### config.mk
export PLATFORM = sky130hd
export DESIGN_NAME = bidir_shift_unit
export DESIGN_NICKNAME = d
export VERILOG_FILES = /design/src/rtl/shift_unit_pkg.sv /design/src/rtl/shift_phase_seq.sv /design/src/rtl/shift_hold_reg.sv /design/src/rtl/shift_work_reg.sv /design/src/rtl/bidir_shift_unit.sv
export SDC_FILE = /design/constraint.sdc
export NUM_CORES = 1
export LEC_CHECK = 0
export BUFFER_PORTS_ARGS = -buffer_cell sky130_fd_sc_hd__buf_2
export CORE_MARGIN = 2
export CORE_UTILIZATION = 51
export DETAILED_ROUTE_END_ITERATION = 12
export GPL_TIMING_DRIVEN = 0
export PLACE_DENSITY_LB_ADDON = 0.12
export RECOVER_POWER = 50
export SYNTH_ARGS = -nofsm -noshare
export SYNTH_HDL_FRONTEND = slang
export SYNTH_HIERARCHICAL = 1
export SYNTH_SLANG_ARGS = --single-unit
export TNS_END_PERCENT = 30
### constraint.sdc
create_clock -name clk -period 1.7 [get_ports clk]
set_input_delay 0.17 -clock clk [delete_from_list [all_inputs] [get_ports clk]]
set_output_delay 0.17 -clock clk [all_outputs]
set_load 0.01 [all_outputs]
### src/rtl/shift_unit_pkg.sv
package shift_unit_pkg;
  typedef enum logic [2:0] {
    PH_IDLE = 3'd0,
    PH_COPY = 3'd1,
    PH_CLRW = 3'd2,
    PH_BACK = 3'd3,
    PH_CLRH = 3'd4
  } phase_e;
endpackage

### src/rtl/shift_phase_seq.sv
module shift_phase_seq
  import shift_unit_pkg::*;
(
  input  logic   clk,
  input  logic   rst_n,
  input  logic   start,
  input  logic   dir_left,
  input  logic   fill_left,
  input  logic   fill_right,
  output phase_e phase,
  output logic   cmd_left,
  output logic   cmd_fill,
  output logic   busy,
  output logic   done
);
  phase_e phase_q, phase_d;
  logic   left_q, fill_q, done_q;
  logic   cap_en;

  assign cap_en = (phase_q == PH_IDLE) && start;

  always_comb begin
    phase_d = phase_q;
    case (phase_q)
      PH_IDLE: if (start) phase_d = PH_COPY;
      PH_COPY: phase_d = PH_CLRW;
      PH_CLRW: phase_d = PH_BACK;
      PH_BACK: phase_d = PH_CLRH;
      PH_CLRH: phase_d = PH_IDLE;
      default: phase_d = PH_IDLE;
    endcase
  end

  always_ff @(posedge clk or negedge rst_n) begin
    if (!rst_n) begin
      phase_q <= PH_IDLE;
      done_q  <= 1'b0;
      left_q  <= 1'b0;
      fill_q  <= 1'b0;
    end else begin
      phase_q <= phase_d;
      done_q  <= (phase_q == PH_CLRH);
      if (cap_en) begin
        left_q <= dir_left;
        fill_q <= dir_left ? fill_left : fill_right;
      end
    end
  end

  assign phase    = phase_q;
  assign cmd_left = left_q;
  assign cmd_fill = fill_q;
  assign busy     = (phase_q != PH_IDLE);
  assign done     = done_q;

  // phases step in strict order, one per clock
  assert_phase_order_R9: assert property (@(posedge clk) disable iff (!rst_n)
    (phase_q == PH_COPY) |=> (phase_q == PH_CLRW));
  assert_phase_back_R9: assert property (@(posedge clk) disable iff (!rst_n)
    (phase_q == PH_CLRW) |=> (phase_q == PH_BACK));
  assert_done_after_last_R9: assert property (@(posedge clk) disable iff (!rst_n)
    (phase_q == PH_CLRH) |=> (done && !busy));
  assert_done_single_R9: assert property (@(posedge clk) disable iff (!rst_n)
    done |=> !done);
  // a start during a running sequence never re-enters the copy phase
  assert_start_ignored_R4: assert property (@(posedge clk) disable iff (!rst_n)
    (busy && phase_q != PH_CLRH) |=> (phase_q != PH_COPY));
  // the captured command is stable for the whole sequence
  assert_cmd_stable_R7: assert property (@(posedge clk) disable iff (!rst_n)
    (busy && phase_q != PH_IDLE) |=> ($stable(left_q) && $stable(fill_q)));
endmodule

### src/rtl/shift_hold_reg.sv
module shift_hold_reg
  import shift_unit_pkg::*;
#(
  parameter int WIDTH = 8
) (
  input  logic             clk,
  input  logic             rst_n,
  input  phase_e           phase,
  input  logic [WIDTH-1:0] work_in,
  output logic [WIDTH-1:0] hold_q
);
  logic [WIDTH-1:0] hold_r, hold_d;
  logic             hold_en;

  always_comb begin
    hold_en = 1'b0;
    hold_d  = hold_r;
    case (phase)
      PH_COPY: begin hold_en = 1'b1; hold_d = work_in;        end
      PH_CLRH: begin hold_en = 1'b1; hold_d = '0;             end
      default: begin hold_en = 1'b0; hold_d = hold_r;         end
    endcase
  end

  always_ff @(posedge clk or negedge rst_n) begin
    if (!rst_n)       hold_r <= '0;
    else if (hold_en) hold_r <= hold_d;
  end

  assign hold_q = hold_r;

  // cleared before the copy phase and while idle
  assert_hold_clear_copy_R8: assert property (@(posedge clk) disable iff (!rst_n)
    (phase == PH_COPY) |-> (hold_r == '0));
  assert_hold_clear_idle_R8: assert property (@(posedge clk) disable iff (!rst_n)
    (phase == PH_IDLE) |-> (hold_r == '0));
  // copy phase captures the working register
  assert_copy_captures_R5: assert property (@(posedge clk) disable iff (!rst_n)
    (phase == PH_COPY) |=> (hold_r == $past(work_in)));
endmodule

### src/rtl/shift_work_reg.sv
module shift_work_reg
  import shift_unit_pkg::*;
#(
  parameter int WIDTH = 8
) (
  input  logic             clk,
  input  logic             rst_n,
  input  phase_e           phase,
  input  logic             load_en,
  input  logic [WIDTH-1:0] load_data,
  input  logic [WIDTH-1:0] hold_in,
  input  logic             cmd_left,
  input  logic             cmd_fill,
  output logic [WIDTH-1:0] work_q
);
  localparam int MSB = WIDTH - 1;

  logic [WIDTH-1:0] work_r, work_d, offset_val;
  logic             work_en;

  for (genvar i = 0; i < WIDTH; i++) begin : g_offset
    logic from_lower, from_upper;
    if (i == 0) begin : g_lsb
      assign from_lower = cmd_fill;
    end else begin : g_lsb_n
      assign from_lower = hold_in[i-1];
    end
    if (i == MSB) begin : g_msb
      assign from_upper = cmd_fill;
    end else begin : g_msb_n
      assign from_upper = hold_in[i+1];
    end
    assign offset_val[i] = cmd_left ? from_lower : from_upper;
  end

  always_comb begin
    work_en = 1'b0;
    work_d  = work_r;
    case (phase)
      PH_IDLE: begin work_en = load_en; work_d = load_data;  end
      PH_CLRW: begin work_en = 1'b1;    work_d = '0;         end
      PH_BACK: begin work_en = 1'b1;    work_d = offset_val; end
      default: begin work_en = 1'b0;    work_d = work_r;     end
    endcase
  end

  always_ff @(posedge clk or negedge rst_n) begin
    if (!rst_n)       work_r <= '0;
    else if (work_en) work_r <= work_d;
  end

  assign work_q = work_r;

  // clear phase empties the working register
  assert_work_cleared_R6: assert property (@(posedge clk) disable iff (!rst_n)
    (phase == PH_CLRW) |=> (work_r == '0));
  // loads are ignored during copy and final clear phases
  assert_load_ignored_copy_R3: assert property (@(posedge clk) disable iff (!rst_n)
    (phase == PH_COPY) |=> $stable(work_r));
  assert_load_ignored_clrh_R3: assert property (@(posedge clk) disable iff (!rst_n)
    (phase == PH_CLRH) |=> $stable(work_r));
  // the bit shifted out never survives in the entry position
  assert_left_entry_R7: assert property (@(posedge clk) disable iff (!rst_n)
    (phase == PH_BACK && cmd_left) |=> (work_r[0] == $past(cmd_fill)));
  assert_right_entry_R7: assert property (@(posedge clk) disable iff (!rst_n)
    (phase == PH_BACK && !cmd_left) |=> (work_r[MSB] == $past(cmd_fill)));
endmodule

### src/rtl/bidir_shift_unit.sv
module bidir_shift_unit
  import shift_unit_pkg::*;
#(
  parameter int WIDTH = 8
) (
  input  logic             clk,
  input  logic             rst_n,
  input  logic             load_en,
  input  logic [WIDTH-1:0] load_data,
  input  logic             start,
  input  logic             dir_left,
  input  logic             fill_left,
  input  logic             fill_right,
  output logic [WIDTH-1:0] data_q,
  output logic [WIDTH-1:0] hold_q,
  output logic             busy,
  output logic             done
);
  phase_e           phase;
  logic             cmd_left, cmd_fill;
  logic [WIDTH-1:0] work_w, hold_w;

  shift_phase_seq u_seq (
    .clk        (clk),
    .rst_n      (rst_n),
    .start      (start),
    .dir_left   (dir_left),
    .fill_left  (fill_left),
    .fill_right (fill_right),
    .phase      (phase),
    .cmd_left   (cmd_left),
    .cmd_fill   (cmd_fill),
    .busy       (busy),
    .done       (done)
  );

  shift_work_reg #(.WIDTH(WIDTH)) u_work (
    .clk       (clk),
    .rst_n     (rst_n),
    .phase     (phase),
    .load_en   (load_en),
    .load_data (load_data),
    .hold_in   (hold_w),
    .cmd_left  (cmd_left),
    .cmd_fill  (cmd_fill),
    .work_q    (work_w)
  );

  shift_hold_reg #(.WIDTH(WIDTH)) u_hold (
    .clk     (clk),
    .rst_n   (rst_n),
    .phase   (phase),
    .work_in (work_w),
    .hold_q  (hold_w)
  );

  assign data_q = work_w;
  assign hold_q = hold_w;

  // an idle start is always followed by busy on the next cycle
  assert_start_accept_R10: assert property (@(posedge clk) disable iff (!rst_n)
    (!busy && start) |=> busy);
  // an idle load without start writes the working register
  assert_idle_load_R2: assert property (@(posedge clk) disable iff (!rst_n)
    (!busy && load_en) |=> (data_q == $past(load_data)));
endmodule

# Word-level counts from Yosys, hierarchy flattened
# Cells that the tools add are included.
# word_totals
reg_bits	22
latch_bits	0
mem_bits_rw	0
romBits	0
inputBits	15
elab_cells	35
n_memories	0
# classes
n_addsub	0
n_mul	0
div_mod_pow	0
order_cmp	0
n_eq_ne	5
shift	0
n_mux	15
bitwise_logic	0
reduce_logical	9
# op_table
cell	n
8-bit case mux with 3 select lines	1
8-bit case mux with 2 select lines	1
3-bit case mux with 4 select lines	1
1-bit two-way mux	10
3-bit by 2-bit == test with 1-bit output (second input constant)	2
3-bit nonzero test	2
2-bit AND reduction	2
2-bit OR reduction	2
3-bit by 1-bit == test with 1-bit output (second input constant)	1
3-bit == test (second input constant)	1
3-bit logical NOT	1
3-bit two-way mux	1
2-bit inequality test (second input constant)	1
1-bit case mux with 2 select lines	1
2-bit nonzero test	1
1-bit logical AND	1

# Logic depth before layout (Yosys ltp)
# Gate-level depths: netlist of run 1.
# logic_depth
depth_word	4
ltp_mapped	4

# Hierarchy
# The synthesis of run 1 kept the hierarchy.
# by_module_without_submodules
module	instances	cells_each	area_each_um2
shift_work_reg	1	37	486.7
shift_hold_reg	1	35	465.4
shift_phase_seq	1	18	251.5

# Worst setup path after synthesis of run 1
# Ideal clock, no wire load.
# synth_timing
path_kind	reg-to-reg
start	register u_seq.phase_q[1], in the netlist u_seq/phase[1]
end	register u_work.work_r[0], in the netlist u_work/work_q[0]
setup_time_ps	125
arrival_ps	1335
t_required_ps	1575
path_slack_ps	240
path_stages_with_launch	4
path_buffers	0
synth_period_minus_slack_ps	1460
path_cell_list	dfrtp_1 inv_2 a21oi_4 mux2_2
# synth_via
elab_chain_cells	4
# synth_rtl
item	line	rtl
start, declared	shift_phase_seq.sv:16	phase_e phase_q, phase_d;
start signal, assigned	shift_phase_seq.sv:41	phase_q <= phase_d;
3-bit by 2-bit == test with 1-bit output	shift_work_reg.sv:39	case (phase)
2-bit OR reduction (no source line)	n/a	
1-bit case mux with 2 select lines	shift_work_reg.sv:39	
2-bit AND reduction (no source line)	n/a	
end signal, assigned	shift_work_reg.sv:49	else if (work_en) work_r <= work_d;
end, declared	shift_work_reg.sv:18	logic [WIDTH-1:0] work_r, work_d, offset_val;
# Several ways; a longest one is shown, not always the timed one.
# A chain may end at the register's enable or synchronous reset.

# Final worst setup path of run 1
# layout_timing
start	register u_seq.phase_q[0], in the netlist u_seq/phase[0]
end	output port busy
# layout_via
elab_chain_cells	1
# layout_rtl
item	line	rtl
3-bit nonzero test	shift_phase_seq.sv:53	assign busy = (phase_q != PH_IDLE);
end, declared	bidir_shift_unit.sv:16	output logic busy,
# No other way between the ends.

==> results.toml, run 1 <==
[outcome]
status = "finished clean"

[global_route]
grt_usage_pct = 22.8
grt_pass1_wl_um = 4460
grt_pass1_vias = 920
gr-total-overflow = 0
antenna_found_initial = 0
grt_max_degree = 23

[clocking]
cts_num_sinks = 22
clkLatencyLatePin_ns = 0.31
numCtsBuffers = 3
cts_max_level = 1
path_clk_slew_ns = 0.12
cts_buffer_depth = 2
clockRootBuffer = "clkbuf_4"
tritoncts = "done"

[layout]
mostFrequentLayoutCells = "buf_2, dfrtp_1, mux2_2"
drive_gt1_share_pct = 48.1
fin_util_pct = 67.9
multiInputGateArea_um2 = 622
mostFrequentLayoutCell = "buf_2"
diodes = 0
syn_to_final_growth_pct = 24.7
regArea_um2 = 557
nets = 149
fillCellCount = 177

[worst_hold_path]
worstHoldEndpoint = "u_seq/cmd_left$_DFFE_PN0P_"
hold_start = "dir_left"
hold_depth = 2
worst_hold_path_type = "in2reg"

[critical_path]
critPathLaunchType = "register"
r2r_cells = 3
crit_type = "reg2out"
regToRegSetupSlack_ns = 0.11
worst-endpoint-arrival_ns = 1.45
timing.rr.start = "u_seq/phase[0]$_DFFE_PN0P_"
critical_path.startpoint = "u_seq/phase[0]$_DFFE_PN0P_"
r2r-end = "u_work/work_q[0]$_DFFE_PN0P_"
crit_required_ns = 1.53
critPathMaxFanout = 16
endpoint_kind = "output pin"

[sta]
rsz0062_at_grt = "false"
slew_headroom_pct = 67.4
hold_viol = 0
fin_skew_ns = 0.00127
setup_slack_ns = 0.0752
worst_pin_slew_ns = 0.490
drv_slew = 0
fmax_mhz = 615
finalCritPeriodShare_pct = 95.6
period_needed_ns = 1.62
setup_viol = 0

[synth]
synth-simple-area-share_pct = 19.4
muxShareOfSynthArea_pct = 16.9
syn_area_per_cell_um2 = 13.4
syn_area_mm2 = 0.00120
synth_top_area_cell = "dfrtp_1"
yosysUniqueCellTypes = 24
synthArstFlopShare_pct = 100
yosysWarnings = 6
synth_top_area_share_pct = 45.7
syn_inst = 90
yosysSeqAreaShare_pct = 45.7
synth-compound-area-share_pct = 14.6
syn_nets = 105
yosys_register_bits = 22
synthFlopType = "dfrtp_1"
synth_top_family_by_area = "simple AND/OR/NAND/NOR gates"
ys_top_cells_by_area = "dfrtp_1, mux2_2, mux2i_1"
yosys.area_share.xor_xnor_pct = 0.728
synth-edff-count = 0
yosys.area_share.adder_pct = 0

[placed_design]
hpwl_um = 1810
pre_cts_slack_ns = -0.135
port_buffers = 32
place.gp.congestion = 0.794

[routing]
highest_layer = "met4"
drc = 0
wirelength_um = 2730
ant_nets = 0
drtIter0Drc = 11
wl_met3_um = 105
wl_met2_um = 1300
firstDrtPassIters = 4
viasPerCell = 5.76
dr_total_vias = 927
wl_met1_um = 1290
wire_per_inst_um = 16.9

[floorplanning]
io_pins = 33
die_width_um = 52.6
std_cell_rows = 17
core_area_mm2 = 0.00221
die_y_um = 52.6
initial_core_util_pct = 54.4
die-area_mm2 = 0.00276

[pwr]
power_density_mw_per_mm2 = 1910
power.leakage_nw = 0.774
max-vdd-ir-drop_mv = 1.13

[flow_run]
maxCapViolCount = 0
area by class of cell:
class,count,area share (%)
buffer,3,1.83
clock buffer,4,2.42
inverter,1,0.250
multi-input combinational,64,41.4
sequential,22,37.1
tap,28,2.33
timing repair buffer,39,14.7
flip-flops by register name, summed over array words and instances (netlist names):
name and count:
u_hold/hold_q 8, u_seq/cmd_fill 1, u_seq/cmd_left 1, u_seq/done 1, u_seq/phase 3, u_work/work_q 8
critical path: stages, from the launching register on:
cell and delay, ns:
dfrtp_2 0.56, or3_2 0.44, buf_2 0.15
cell families after synthesis:
kind of cell           Yosys count
AND/OR/NAND/NOR                 26
flip-flops                      22
multiplexers                    19
AO/OA/AOI/OAI                   18
buffers and inverters            4
XOR/XNOR                         1
cells in the mapped netlist (all sizes together), types with 3 or more instances:
master / instances
dfrtp: 22
mux2: 11
a211o: 8
and3: 8
mux2i: 8
o2bb2ai: 8
and4bb: 7
buf: 3
nor2: 3
power breakdown:
group | switching [mW] | total [mW] | internal (mW)
registers | 0.254 | 1.02 | 0.765
logic | 0.728 | 1.56 | 0.832
clock network | 0.158 | 0.289 | 0.131
routing by layer:
metal	up-vias	global-route usage, %
met2	25	37.3
met4	0	7.69
met1	459	30.9
met3	4	3.43
li1	439	-
met5	-	0
metrics by stage:
| stage | cell area, µm² | instances | setup TNS [ns] | hold slack, ns | power (mW) |
|---|---|---|---|---|---|
| 2_1_floorplan | 1200 | 90 | 0 | -0.126 | 1.99 |
| 3_3_place_gp | 1400 | 150 | -0.687 | 0.160 | 2.39 |
| 3_5_place_dp | 1400 | 150 | -0.984 | 0.159 | 2.46 |
| 4_1_cts | 1450 | 155 | 0 | 0.0988 | 2.76 |
| 5_1_grt | 1500 | 161 | 0 | 0.0967 | 3.08 |
| 6_report | 1500 | 161 | 0 | 0.108 | 2.87 |
how the worst max path moves through the flow:
| stage | end | slack, ns | cells after the start |
|---|---|---|---|
| 2_1_floorplan | u_work/work_q[0]$_DFFE_PN0P_ | 0.24 | 3 |
| 4_1_cts | busy | 0.02 | 2 |
| 5_1_grt | busy | 0.001 | 2 |
| 3_5_place_dp | u_work/work_q[7]$_DFFE_PN0P_ | -0.14 | 3 |
| 3_3_place_gp | u_work/work_q[5]$_DFFE_PN0P_ | -0.09 | 3 |
| 6_report | busy | 0.08 | 2 |
repair_timing:
item                                   in CTS  in global routing
pin swaps                                   0                  0
gates resized for setup                     3                  1
endpoints found under the hold margin      22                  0
setup buffers                               0                  6
hold buffers                                1                  0
setup endpoints to repair                   9                  3
No activity file was read; power rests on OpenSTA's default activity.
==> run 2, diff against run 1 <==
--- a/config.mk
+++ b/config.mk
@@ -6,6 +6,7 @@
 export NUM_CORES = 1
 export LEC_CHECK = 0
 export BUFFER_PORTS_ARGS = -buffer_cell sky130_fd_sc_hd__buf_2
+export CORE_ASPECT_RATIO = 1.2
 export CORE_MARGIN = 2
 export CORE_UTILIZATION = 51
 export DETAILED_ROUTE_END_ITERATION = 12
==> run 2 against run 1 <==
Clock skew is 0.0077 ns higher. Die area hardly changed. Cell area is 3.3% lower. Largest cell class unchanged. Total power is 6.3% lower. Critical path depth stayed put. Setup slack worse by 0.027 ns. Worst hold slack better by 0.018 ns. Via count stayed put.
==> results.toml, run 2 (same netlist as run 1, synthesis figures left out) <==
[outcome]
status = "finished clean"

[clocking]
clkLatencyLatePin_ns = 0.30
cts_max_level = 1
cts_num_sinks = 22
clockRootBuffer = "clkbuf_4"
path_clk_slew_ns = 0.11
tritoncts = "done"
numCtsBuffers = 3
cts_buffer_depth = 2

[routing]
wirelength_um = 2560
ant_nets = 0
firstDrtPassIters = 4
drc = 0
wire_per_inst_um = 16.1
drtIter0Drc = 22
dr_total_vias = 927
viasPerCell = 5.83

[critical_path]
worst-endpoint-arrival_ns = 1.48
critPathLaunchType = "register"
max_stage_delay_ns = 0.56
critPathSlowestCell = "dfrtp_2"
crit_required_ns = 1.53
crit_type = "reg2out"
endpoint_kind = "output pin"
crit_chain = "or3_2, buf_2"
critPathMaxFanout = 17

[floorplanning]
initial_core_util_pct = 53.3
die-area_mm2 = 0.00277
io_pins = 33
die_width_um = 48.4
std_cell_rows = 19
die_y_um = 57.2
core_area_mm2 = 0.00226

[global_route]
gr-total-overflow = 0
grt_usage_pct = 19.5
grt_max_degree = 23
antenna_found_initial = 0
grt_pass1_wl_um = 4160
grt_pass1_vias = 913

[placed_design]
port_buffers = 32
hpwl_um = 1660
placed_cells = 153
place.gp.congestion = 0.731

[sta]
drv_slew = 0
fin_skew_ns = 0.00898
period_needed_ns = 1.65
slew_headroom_pct = 67.5
hold_viol = 0
setup_viol = 0
fmax_mhz = 605
finalCritPeriodShare_pct = 97.2
worst_pin_slew_ns = 0.488

[pwr]
power_density_mw_per_mm2 = 1850
max-vdd-ir-drop_mv = 1.13
power.leakage_nw = 0.749

[worst_hold_path]
worst_hold_path_type = "in2reg"

[flow_run]
maxCapViolCount = 0

[layout]
mostFrequentLayoutCells = "buf_2, dfrtp_1, mux2_2"
diodes = 0
drive_gt1_share_pct = 47.7
nets = 145
fin_cells = 159
fin_util_pct = 64.3
mostFrequentLayoutCell = "buf_2"
syn_to_final_growth_pct = 20.6
## run 2: cell types whose count changed in the layout (fill, tap and decap cells not counted)
cell and delta:
buf_2 +2, clkbuf_1 -2, buf_4 -3, buf_12 -1
clkbuf_8 -1
## run 2: layout make-up
class | count | area [µm²]
buffer | 3 | 27.5
clock buffer | 3 | 22.5
fill | 190 | 807
inverter | 1 | 3.75
multi-input combinational | 64 | 622
sequential | 22 | 557
tap | 31 | 38.8
timing repair buffer | 35 | 180
## run 2: worst max-delay path, delay by kind of cell, from the launching register on
family                 cells  cell delay, ns
DFF                        1            0.56
and+or+nand+nor            1            0.48
buffers and inverters      1            0.15
## run 2: worst paths after layout
| kind | cells after the start | start | endpoint | slack [ns] |
|---|---|---|---|---|
| min in group asynchronous | 2 | rst_n | u_work/work_q[3]$_DFFE_PN0P_ | 0.35 |
| max in group asynchronous | 2 | rst_n | u_seq/phase[2]$_DFFE_PN0P_ | 0.97 |
| min reg2reg | 1 | u_seq/cmd_left$_DFFE_PN0P_ | u_seq/cmd_left$_DFFE_PN0P_ | 0.52 |
| max | 2 | u_seq/phase[1]$_DFFE_PN0P_ | busy | 0.05 |
| min | 2 | dir_left | u_seq/cmd_left$_DFFE_PN0P_ | 0.13 |
| max reg2reg | 3 | u_seq/phase[1]$_DFFE_PN0P_ | u_work/work_q[7]$_DFFE_PN0P_ | 0.11 |
## run 2: metal layers
metal | global-route usage (%) | up-vias | routed length [µm]
li1 | - | 437 | -
met1 | 24.7 | 450 | 1160
met2 | 33.9 | 38 | 1230
met3 | 3.14 | 2 | 151
met4 | 6.94 | 0 | 14
met5 | 0 | - | 0
## run 2: power by group
group / switching, mW / leakage, nW / internal [mW] / total [mW]
Clock: 0.151 / 0.0138 / 0.0825 / 0.234
Combinational: 0.643 / 0.460 / 0.750 / 1.39
Sequential: 0.299 / 0.275 / 0.763 / 1.06
Total: 1.09 / 0.749 / 1.60 / 2.69
## run 2: timing repair
| action | CTS | global route |
|---|---|---|
| gates resized for setup | 3 | 1 |
| hold endpoints to repair | 22 | 0 |
| hold buffers | 1 | 0 |
| endpoints found under the setup margin | 9 | 1 |
| buffers inserted | 0 | 2 |
## run 2: per-stage QoR
step / power [mW] / hold WS (ns) / area [µm²] / setup WS [ns] / TNS [ns]
floorplan: 1.99 / -0.126 / 1200 / 0.240 / 0
finish: 2.69 / 0.126 / 1450 / 0.0483 / 0
global placement: 2.38 / 0.159 / 1400 / -0.0673 / -0.507
CTS: 2.67 / 0.128 / 1440 / 0.0411 / 0
detailed placement: 2.43 / 0.158 / 1400 / -0.110 / -0.823
global route: 2.87 / 0.117 / 1450 / -0.00648 / -0.00648
==> run 3, diff against run 2 <==
--- a/config.mk
+++ b/config.mk
@@ -6,9 +6,10 @@
 export NUM_CORES = 1
 export LEC_CHECK = 0
 export BUFFER_PORTS_ARGS = -buffer_cell sky130_fd_sc_hd__buf_2
+export CAP_MARGIN = 0
 export CORE_ASPECT_RATIO = 1.2
 export CORE_MARGIN = 2
-export CORE_UTILIZATION = 51
+export CORE_UTILIZATION = 46
 export DETAILED_ROUTE_END_ITERATION = 12
 export GPL_TIMING_DRIVEN = 0
 export PLACE_DENSITY_LB_ADDON = 0.12
==> constraint.sdc (replaced) <==
create_clock -name clk -period 1.5 [get_ports clk]
set_input_delay 0.15 -clock clk [delete_from_list [all_inputs] [get_ports clk]]
set_output_delay 0.15 -clock clk [all_outputs]
set_load 0.01 [all_outputs]
==> run 3 against run 2 <==
Routed wire length grew 13%. Total power is 26% higher. Clock power rose by 39%. Worst hold slack worse by 0.031 ns. Die area rose by 10%. Utilization shrank 2.5 points. Cell area increased by 6.6%. First-iteration DRC count decreased by 32%. Critical path type is now reg2reg.
==> results.toml, run 3 (same netlist as run 1, synthesis figures left out) <==
[sta]
slew_headroom_pct = 62.2
fin_tns_setup_ns = 0
fin_skew_ns = 0.00671
setup_viol = 0
hold_viol = 0
period_needed_ns = 1.43
worst_pin_slew_ns = 0.567
finalCritPeriodShare_pct = 95.1
drv_slew = 0
rsz0062_at_grt = "false"
fmax_mhz = 701

[layout]
fin_util_pct = 61.8
drive_gt1_share_pct = 50.4
syn_to_final_growth_pct = 28.5
fin_cells = 170
final_area_mm2 = 0.00155
diodes = 0
nets = 153
mostFrequentLayoutCell = "buf_2"
mostFrequentLayoutCells = "buf_2, dfrtp_1, mux2_2"

[placed_design]
port_buffers = 32
hpwl_um = 1800
postPlaceCellArea_mm2 = 0.00141
place.gp.congestion = 0.764
placed_cells = 155

[pwr]
power_density_mw_per_mm2 = 2190
p_int_mw = 2.07
combPwrFrac_pct = 58.1
power.leakage_nw = 0.800
max-vdd-ir-drop_mv = 1.03
p_clk_share_pct = 9.6
p_sw_mw = 1.32
netSwitchingFraction_pct = 38.9
p_seq_share_pct = 32.3

[floorplanning]
io_pins = 33
core_area_mm2 = 0.00250
std_cell_rows = 20
die_y_um = 60.0
die-area_mm2 = 0.00304
die_width_um = 50.7
initial_core_util_pct = 48.1

[critical_path]
critPathMaxFanout = 9
critPathLaunchType = "register"
r2r-end = "u_work/work_q[4]$_DFFE_PN0P_"
timing.rr.start = "u_seq/phase[1]$_DFFE_PN0P_"
regToRegSetupSlack_ns = 0.07
endpoint_kind = "register"
r2r_cells = 5
crit_type = "reg2reg"
worst-endpoint-arrival_ns = 1.62
crit_required_ns = 1.69

[worst_hold_path]
hold_depth = 2
worst_hold_path_type = "in2reg"
hold_start = "dir_left"
worstHoldEndpoint = "u_seq/cmd_left$_DFFE_PN0P_"

[routing]
viasPerCell = 5.49
ant_nets = 0
wirelength_um = 2880
firstDrtPassIters = 4
drc = 0
wire_per_inst_um = 16.9
drtIter0Drc = 15
dr_total_vias = 933

[global_route]
gr-total-overflow = 0
antenna_found_initial = 0
grt_max_degree = 23
grt_pass1_vias = 951
grt_pass1_wl_um = 4690
grt_usage_pct = 21.1

[clocking]
clockRootBuffer = "clkbuf_4"
tritoncts = "done"
numCtsBuffers = 3
cts_buffer_depth = 2
path_clk_slew_ns = 0.12
cts_num_sinks = 22
cts_max_level = 1
clkLatencyLatePin_ns = 0.30

[outcome]
status = "finished clean"

[flow_run]
maxCapViolCount = 0
[run 3: cell count changes in the layout (fill, tap and decap cells not counted), sizes merged]
cell    change
buf         +6
clkbuf      +3
[run 3: power by group through the flow]
| stage | Sequential, mW | Clock (mW) | Combinational [mW] |
|---|---|---|---|
| floorplan | 1.24 | 0 | 1.02 |
| global route | 1.14 | 0.366 | 2.12 |
| global placement | 1.24 | 0 | 1.50 |
| finish | 1.10 | 0.326 | 1.97 |
| CTS | 1.09 | 0.343 | 1.89 |
| detailed placement | 1.25 | 0 | 1.52 |
[run 3: worst max-delay path, cell delays in order (launching register included)]
cell	delay (ns)
dfrtp_2	0.45
buf_4	0.15
inv_2	0.17
a21oi_4	0.09
buf_12	0.14
mux2_1	0.31
[run 3: what timing repair did]
action                                  4_1_cts  5_1_grt
hold buffers                                  1        0
endpoints found under the hold margin        22        0
gates resized for setup                       5        0
setup buffers                                 8        2
endpoints found under the setup margin        9        8
pin swaps                                     0        1
gates cloned                                  0        0
[run 3: metrics by stage]
stage / total power, mW / setup WS (ns) / hold slack [ns]
2_1_floorplan: 2.26 / 0.0402 / -0.146
3_3_place_gp: 2.74 / -0.306 / 0.143
3_5_place_dp: 2.77 / -0.300 / 0.146
4_1_cts: 3.32 / 0.0552 / 0.0792
5_1_grt: 3.63 / 0.0185 / 0.0866
6_report: 3.39 / 0.0730 / 0.0958
[run 3: worst max path at each step]
stage / slack [ns] / startpoint / to
after floorplan: 0.04 / u_seq/phase[1]$_DFFE_PN0P_ / u_work/work_q[0]$_DFFE_PN0P_
after global placement: -0.31 / u_seq/phase[1]$_DFFE_PN0P_ / u_work/work_q[1]$_DFFE_PN0P_
after detailed placement: -0.30 / u_seq/phase[1]$_DFFE_PN0P_ / u_work/work_q[7]$_DFFE_PN0P_
after CTS: 0.06 / u_seq/phase[1]$_DFFE_PN0P_ / u_work/work_q[7]$_DFFE_PN0P_
after global routing: 0.02 / u_seq/phase[1]$_DFFE_PN0P_ / u_work/work_q[4]$_DFFE_PN0P_
final: 0.07 / u_seq/phase[1]$_DFFE_PN0P_ / u_work/work_q[4]$_DFFE_PN0P_
[run 3: cell type report]
type	instances	area, µm²
buffer	3	27.5
clock buffer	4	36.3
fill	220	956
inverter	1	3.75
multi-input combinational	64	626
sequential	22	554
tap	33	41.3
timing repair buffer	43	258
[run 3: metal layers]
layer	global-route usage, %	vias to the layer above	share of wire, %
li1	-	454	-
met1	27.1	453	46
met2	36.1	24	49
met3	3.25	2	4.3
met4	8.11	0	0.59
met5	0	-	0
